==> config.mk <==
export PLATFORM = sky130hd
export DESIGN_NAME = serial_dac_front
export DESIGN_NICKNAME = d
export VERILOG_FILES = /design/src/rtl/dacfe_pkg.sv /design/src/rtl/dacfe_sampler.sv /design/src/rtl/dacfe_shifter.sv /design/src/rtl/dacfe_update.sv /design/src/rtl/dacfe_outstage.sv /design/src/rtl/serial_dac_front.sv
export SDC_FILE = /design/constraint.sdc
export NUM_CORES = 1
export LEC_CHECK = 0
export ABC_CLOCK_PERIOD_IN_PS = 4700
export BUFFER_PORTS_ARGS = -buffer_cell sky130_fd_sc_hd__clkbuf_2
export CORE_ASPECT_RATIO = 1.2
export CORE_MARGIN = 5
export CORE_UTILIZATION = 55
export CTS_BUF_LIST = sky130_fd_sc_hd__clkbuf_4 sky130_fd_sc_hd__clkbuf_8
export CTS_CLUSTER_SIZE = 25
export DETAILED_ROUTE_END_ITERATION = 16
export GPL_ROUTABILITY_DRIVEN = 0
export GPL_TIMING_DRIVEN = 0
export HOLD_SLACK_MARGIN = 0.12
export PLACE_DENSITY = 0.77
export SYNTH_ARGS = -nofsm -noshare
export SYNTH_HDL_FRONTEND = slang
export SYNTH_SLANG_ARGS = --single-unit
==> constraint.sdc <==
create_clock -name clk -period 4.7 [get_ports clk]
set_input_delay 1.41 -clock clk [delete_from_list [all_inputs] [get_ports clk]]
set_output_delay 1.41 -clock clk [all_outputs]
set_load 0.01 [all_outputs]
==> src/rtl/dacfe_pkg.sv <==
package dacfe_pkg;

    localparam int WORD_W   = 16;
    localparam int CODE_MAX = 14;
    localparam int CNT_W    = $clog2(WORD_W + 1);

    typedef logic [WORD_W-1:0]   word_t;
    typedef logic [CODE_MAX-1:0] code_max_t;

    typedef enum logic {
        UPD_AUTO  = 1'b0,
        UPD_DEFER = 1'b1
    } upd_mode_e;

    typedef struct packed {
        logic frm_fall;
        logic frm_rise;
        logic sck_fall;
        logic rb_fall;
    } serial_ev_t;

    function automatic logic fell(input logic prev, input logic cur);
        return prev & ~cur;
    endfunction

    function automatic logic rose(input logic prev, input logic cur);
        return ~prev & cur;
    endfunction

endpackage

==> src/rtl/dacfe_sampler.sv <==
module dacfe_sampler #(
    parameter int          N    = 3,
    parameter logic [N-1:0] IDLE = '1
) (
    input  logic         clk,
    input  logic         rst,
    input  logic [N-1:0] sig,
    output logic [N-1:0] prev
);

    for (genvar i = 0; i < N; i++) begin : g_bit
        always_ff @(posedge clk) begin
            if (rst) begin
                prev[i] <= IDLE[i];
            end else begin
                prev[i] <= sig[i];
            end
        end
    end

endmodule

==> src/rtl/dacfe_shifter.sv <==
module dacfe_shifter
    import dacfe_pkg::*;
(
    input  logic      clk,
    input  logic      rst,
    input  logic      frm_fall,
    input  logic      sck_fall,
    input  logic      rb_fall,
    input  logic      frm_low,
    input  logic      rb_low,
    input  logic      sdi,
    input  code_max_t rb_code,
    output logic      sdo_bit,
    output code_max_t payload,
    output logic      full
);

    word_t            sr;
    logic [CNT_W-1:0] cnt;
    logic             rb_pend;
    logic             shift_en;

    assign shift_en = sck_fall & (frm_low | rb_low);

    always_ff @(posedge clk) begin
        if (rst) begin
            sr      <= '0;
            cnt     <= '0;
            rb_pend <= 1'b0;
        end else begin
            if (shift_en) begin
                if (rb_pend) begin
                    sr <= {2'b00, rb_code};
                end else begin
                    sr <= {sr[WORD_W-2:0], sdi};
                end
            end

            if (frm_fall) begin
                cnt <= '0;
            end else if (shift_en && frm_low && (cnt != CNT_W'(WORD_W))) begin
                cnt <= cnt + 1'b1;
            end

            if (rb_fall) begin
                rb_pend <= 1'b1;
            end else if (shift_en) begin
                rb_pend <= 1'b0;
            end
        end
    end

    assign sdo_bit = sr[WORD_W-1];
    assign payload = sr[CODE_MAX-1:0];
    assign full    = (cnt == CNT_W'(WORD_W));

endmodule

==> src/rtl/dacfe_update.sv <==
module dacfe_update
    import dacfe_pkg::*;
#(
    parameter int RES = 14
) (
    input  logic           clk,
    input  logic           rst,
    input  logic           frm_fall,
    input  logic           frm_rise,
    input  logic           ld_n,
    input  logic           full,
    input  logic [RES-1:0] code_in,
    output logic [RES-1:0] dac_q
);

    upd_mode_e      mode;
    logic [RES-1:0] stage;
    logic           pend;

    always_ff @(posedge clk) begin
        if (rst) begin
            mode  <= UPD_AUTO;
            stage <= '0;
            pend  <= 1'b0;
            dac_q <= '0;
        end else begin
            if (frm_rise && full) begin
                if (mode == UPD_AUTO) begin
                    dac_q <= code_in;
                    pend  <= 1'b0;
                end else begin
                    stage <= code_in;
                    pend  <= 1'b1;
                end
            end else if (pend && !ld_n) begin
                dac_q <= stage;
                pend  <= 1'b0;
            end

            if (frm_fall) begin
                mode <= ld_n ? UPD_DEFER : UPD_AUTO;
            end
        end
    end

endmodule

==> src/rtl/dacfe_outstage.sv <==
module dacfe_outstage #(
    parameter int             RES      = 14,
    parameter logic [RES-1:0] CLR_CODE = '0
) (
    input  logic           clk,
    input  logic           rst,
    input  logic           clr_n,
    input  logic           ld_n,
    input  logic           pwr_dn,
    input  logic [RES-1:0] dac_q,
    output logic [RES-1:0] dac_code,
    output logic           cleared,
    output logic           powered_down
);

    always_ff @(posedge clk) begin
        if (rst) begin
            cleared      <= 1'b0;
            powered_down <= 1'b0;
        end else begin
            cleared      <= ~clr_n | (cleared & ld_n);
            powered_down <= pwr_dn;
        end
    end

    assign dac_code = cleared ? CLR_CODE : dac_q;

endmodule

==> src/rtl/serial_dac_front.sv <==
module serial_dac_front
    import dacfe_pkg::*;
#(
    parameter int RES = 14
) (
    input  logic           clk,
    input  logic           rst,
    input  logic           sck,
    input  logic           frm_n,
    input  logic           sdi,
    input  logic           ld_n,
    input  logic           rdbk_n,
    input  logic           clr_n,
    input  logic           pwr_dn,
    output logic           sdo_pull,
    output logic [RES-1:0] dac_code,
    output logic           cleared,
    output logic           powered_down
);

    localparam logic [RES-1:0] CLR_CODE = {1'b1, {(RES-1){1'b0}}};

    logic [2:0]     line_prev;
    serial_ev_t     ev;
    code_max_t      payload;
    code_max_t      rb_code;
    logic [RES-1:0] new_code;
    logic [RES-1:0] dac_reg;
    logic           sdo_bit;
    logic           full;

    // index 2: readback request, 1: serial clock, 0: frame enable
    dacfe_sampler #(.N(3), .IDLE(3'b101)) u_samp (
        .clk  (clk),
        .rst  (rst),
        .sig  ({rdbk_n, sck, frm_n}),
        .prev (line_prev)
    );

    assign ev.frm_fall = fell(line_prev[0], frm_n);
    assign ev.frm_rise = rose(line_prev[0], frm_n);
    assign ev.sck_fall = fell(line_prev[1], sck);
    assign ev.rb_fall  = fell(line_prev[2], rdbk_n);

    if (RES == CODE_MAX) begin : g_full_res
        assign new_code = payload;
        assign rb_code  = dac_reg;
    end else begin : g_low_res
        assign new_code = payload[CODE_MAX-1:CODE_MAX-RES];
        assign rb_code  = {dac_reg, {(CODE_MAX-RES){1'b0}}};
    end

    dacfe_shifter u_shift (
        .clk      (clk),
        .rst      (rst),
        .frm_fall (ev.frm_fall),
        .sck_fall (ev.sck_fall),
        .rb_fall  (ev.rb_fall),
        .frm_low  (~frm_n),
        .rb_low   (~rdbk_n),
        .sdi      (sdi),
        .rb_code  (rb_code),
        .sdo_bit  (sdo_bit),
        .payload  (payload),
        .full     (full)
    );

    dacfe_update #(.RES(RES)) u_upd (
        .clk      (clk),
        .rst      (rst),
        .frm_fall (ev.frm_fall),
        .frm_rise (ev.frm_rise),
        .ld_n     (ld_n),
        .full     (full),
        .code_in  (new_code),
        .dac_q    (dac_reg)
    );

    dacfe_outstage #(.RES(RES), .CLR_CODE(CLR_CODE)) u_out (
        .clk          (clk),
        .rst          (rst),
        .clr_n        (clr_n),
        .ld_n         (ld_n),
        .pwr_dn       (pwr_dn),
        .dac_q        (dac_reg),
        .dac_code     (dac_code),
        .cleared      (cleared),
        .powered_down (powered_down)
    );

    assign sdo_pull = ~sdo_bit;

endmodule

==> impl_metrics.toml <==
[status]
status = "completed"

[clock_tree]
cts-buffers-inserted = 9
cts_resized = 0
cts_hold_buf = 0
cts.sinks = 57
cts_tree = "built"
cts-root-buf = "clkbuf_8"
post_cts_buffers = 0
h-tree-depth = 3
clock_latency_ps = 330
clk_pin_slew_ps = 70
clockBufferDepth = 2

[timing]
min_period_ps = 2969
timing.hold.ws_ps = 449.9
fmaxAchievable_mhz = 336.8
tightest_slew_ps = 667.5
finalCritPeriodShare_pct = 63.18
relSlewSlack_pct = 55.50
final-hold-violation-count = 0
final.setup.tns_ps = 0
rsz0062_at_grt = "no"
drv_slew = 0
clock_skew_ps = 6.388
setup-violations-final = 0

[global_route]
grt_pass1_vias = 1924
grt_remaining_overflow = 0
antenna_found_initial = 0
grt.total_usage_pct = 19.24
grt_max_degree = 11
grt_pass1_wl_um = 8983

[worst_hold_path]
hold_class = "flop to flop"

[route]
drt_pass1_iterations = 4
routed_via_density = 5.371
avgRoutedWirePerCell_um = 14.76
num_vias = 1982
drc_errors = 0
ant_nets = 0
postRouteWirelength_um = 5448
drt_first_iter_violations = 102

[logic_synthesis]
netlist.area_leader.share_pct = 45.13
synth-seq-area-share_pct = 45.13
ys_ff_latch = 57
ys_types = 34
synth_area_leaders = "dfxtp_1, mux2i_1, a21oi_1"
synth_warnings = 0
synth_ff_type = "dfxtp_1"
synth_area_leader_cell = "dfxtp_1"
syn_area_per_cell_um2 = 9.331
synthCells = 271
synth_edf_count = 0
synthTopCellsByCount = "dfxtp_1, nand2_1, a21oi_1"
synth_area_um2 = 2529
synth_nets = 282
async_flop_share_pct = 0
yosysMostFrequentCell = "dfxtp_1"

[floorplanning]
core-area_um2 = 4527
std_cell_rows = 27
start_util_pct = 55.86
ios = 26
fp.dieH_um = 84.28
die_x_um = 71.90
die_area_um2 = 6059

[finish]
antenna_cells = 0
drive_above_1_share_pct = 24.76
fin_util_pct = 64.12
area_delta_synth_final_pct = 14.79
fin_nets = 317

[setup_path]
worstReg2RegStart = "u_shift.cnt[0]"
r2r_slack_ps = 2990
cp.required_ps = 3290
cp-start-kind = "flop"
reg2reg_to = "u_upd.stage[5]"
path_max_fanout = 10
end_kind = "output pin"
worstPathArrival_ps = 1560
crit_end = "dac_code[13]"
rr_worst_depth = 7
crit_type = "flop to output pin"
cp-startpoint = "u_out.cleared"

[pwr]
powerDensity_nw_per_um2 = 336.0
power.leakage_nw = 1.081
vdd.ir_drop.worst_uv = 260.2

[place]
io_buffer_count = 24
hpwlAfterDp_um = 3777

[run]
cap_viol_max_count = 0
-- cell usage in the layout, fill, tap and decap left out --
| cell type | synthesis | routed |
|---|---|---|
| xor2_1 | 3 | 3 |
| nor4_2 | 1 | 1 |
| buf_1 | 1 | 1 |
| inv_1 | 16 | 16 |
| buf_12 | 1 | 1 |
| nor2b_1 | 17 | 17 |
| nor3b_1 | 2 | 2 |
| xnor2_1 | 1 | 1 |
| and3_1 | 1 | 1 |
| nor4bb_1 | 1 | 1 |
| and4bb_4 | 1 | 1 |
| nand2_1 | 28 | 28 |
| or2_2 | 4 | 4 |
| nand3b_1 | 2 | 2 |
| nand3_1 | 6 | 6 |
| nand2b_1 | 6 | 6 |
| clkbuf_4 | 0 | 2 |
| dfxtp_1 | 57 | 57 |
| o221a_1 | 10 | 10 |
| nor2_1 | 20 | 20 |
| buf_2 | 7 | 7 |
| a21oi_4 | 1 | 1 |
| buf_6 | 2 | 2 |
| a21oi_1 | 24 | 24 |
| nand2_2 | 4 | 4 |
| a21oi_2 | 10 | 10 |
| clkbuf_1 | 7 | 7 |
| a211oi_1 | 14 | 14 |
| mux2i_1 | 15 | 15 |
| ha_1 | 2 | 2 |
| nand4bb_1 | 1 | 1 |
| nand2b_4 | 1 | 1 |
| o221a_2 | 3 | 3 |
| clkbuf_8 | 0 | 11 |
| nand3b_4 | 1 | 1 |
| and2b_4 | 1 | 1 |
| clkbuf_2 | 0 | 24 |
| clkinv_2 | 0 | 3 |
-- how the worst min path moves through the flow --
stage / to / cells past startpoint / startpoint
after floorplan: u_shift.rb_pend / 2 / u_samp.prev[2]
after global placement: u_shift.rb_pend / 2 / u_samp.prev[2]
after detailed placement: u_upd.stage[2] / 2 / u_upd.stage[2]
after CTS: u_upd.stage[3] / 2 / u_upd.stage[3]
after global routing: u_upd.stage[3] / 2 / u_upd.stage[3]
final: u_shift.rb_pend / 2 / u_samp.prev[2]
-- critical path, stage by stage (launching register included) --
cell	delay, ps
dfxtp_1	440
clkbuf_1	450
or2_2	210
clkbuf_2	130
-- sequential cells by signal, indices dropped and copies added (netlist names) --
register and cells:
u_upd.pend 1, u_upd.stage 14, u_samp.prev 3, u_out.powered_down 1, u_shift.rb_pend 1, u_upd.mode 1, u_shift.cnt 5, u_upd.dac_q 14
u_out.cleared 1, u_shift.sr 16
-- logic make-up (layout without fill, tap and decap cells) --
group	count (synthesis)	in the layout	share of synthesized area [%]
simple gates	97	97	21.13
buf+inv	34	74	6.630
compound gates	62	62	18.80
fa+ha+maj	2	2	0.9895
flops	57	57	45.13
xor+xnor	4	4	1.386
mux	15	15	5.937
-- power breakdown --
group	total, W	switching (W)	leakage (nW)	internal, W
logic	0.0000561	0.0000338	0.518	0.0000223
clock network	0.000418	0.000189	0.100	0.000229
registers	0.000501	0.00000873	0.462	0.000492
-- through the flow --
step	instance area, µm²	setup slack, ps	power (W)	instances
after global placement	2721	2034	0.0005669	353
after global routing	2903	1534	0.001015	369
after detailed placement	2721	2000	0.0005680	353
after CTS	2903	1665	0.0009828	369
after floorplan	2529	2389	0.0005491	271
final	2903	1731	0.0009754	369
-- routing by layer --
layer  share of wire, %  GRT usage, %  wire, µm
met1                 45         23.59      2466
met2                 48         31.02      2633
met3                4.7         5.629       256
met5                  0             0         0
met4                1.7         8.376        92
-- cell type report --
class | count | area, µm²
flip-flops and latches | 57 | 1141
plain buffers | 18 | 107.6
fillers | 391 | 1624
multi-input cells | 180 | 1220
repair buffers | 24 | 120.1
inverters | 16 | 60.06
clock inverters | 3 | 15.01
well taps | 58 | 72.57
clock buffers | 13 | 166.4
(Power assumes the default switching activity.)
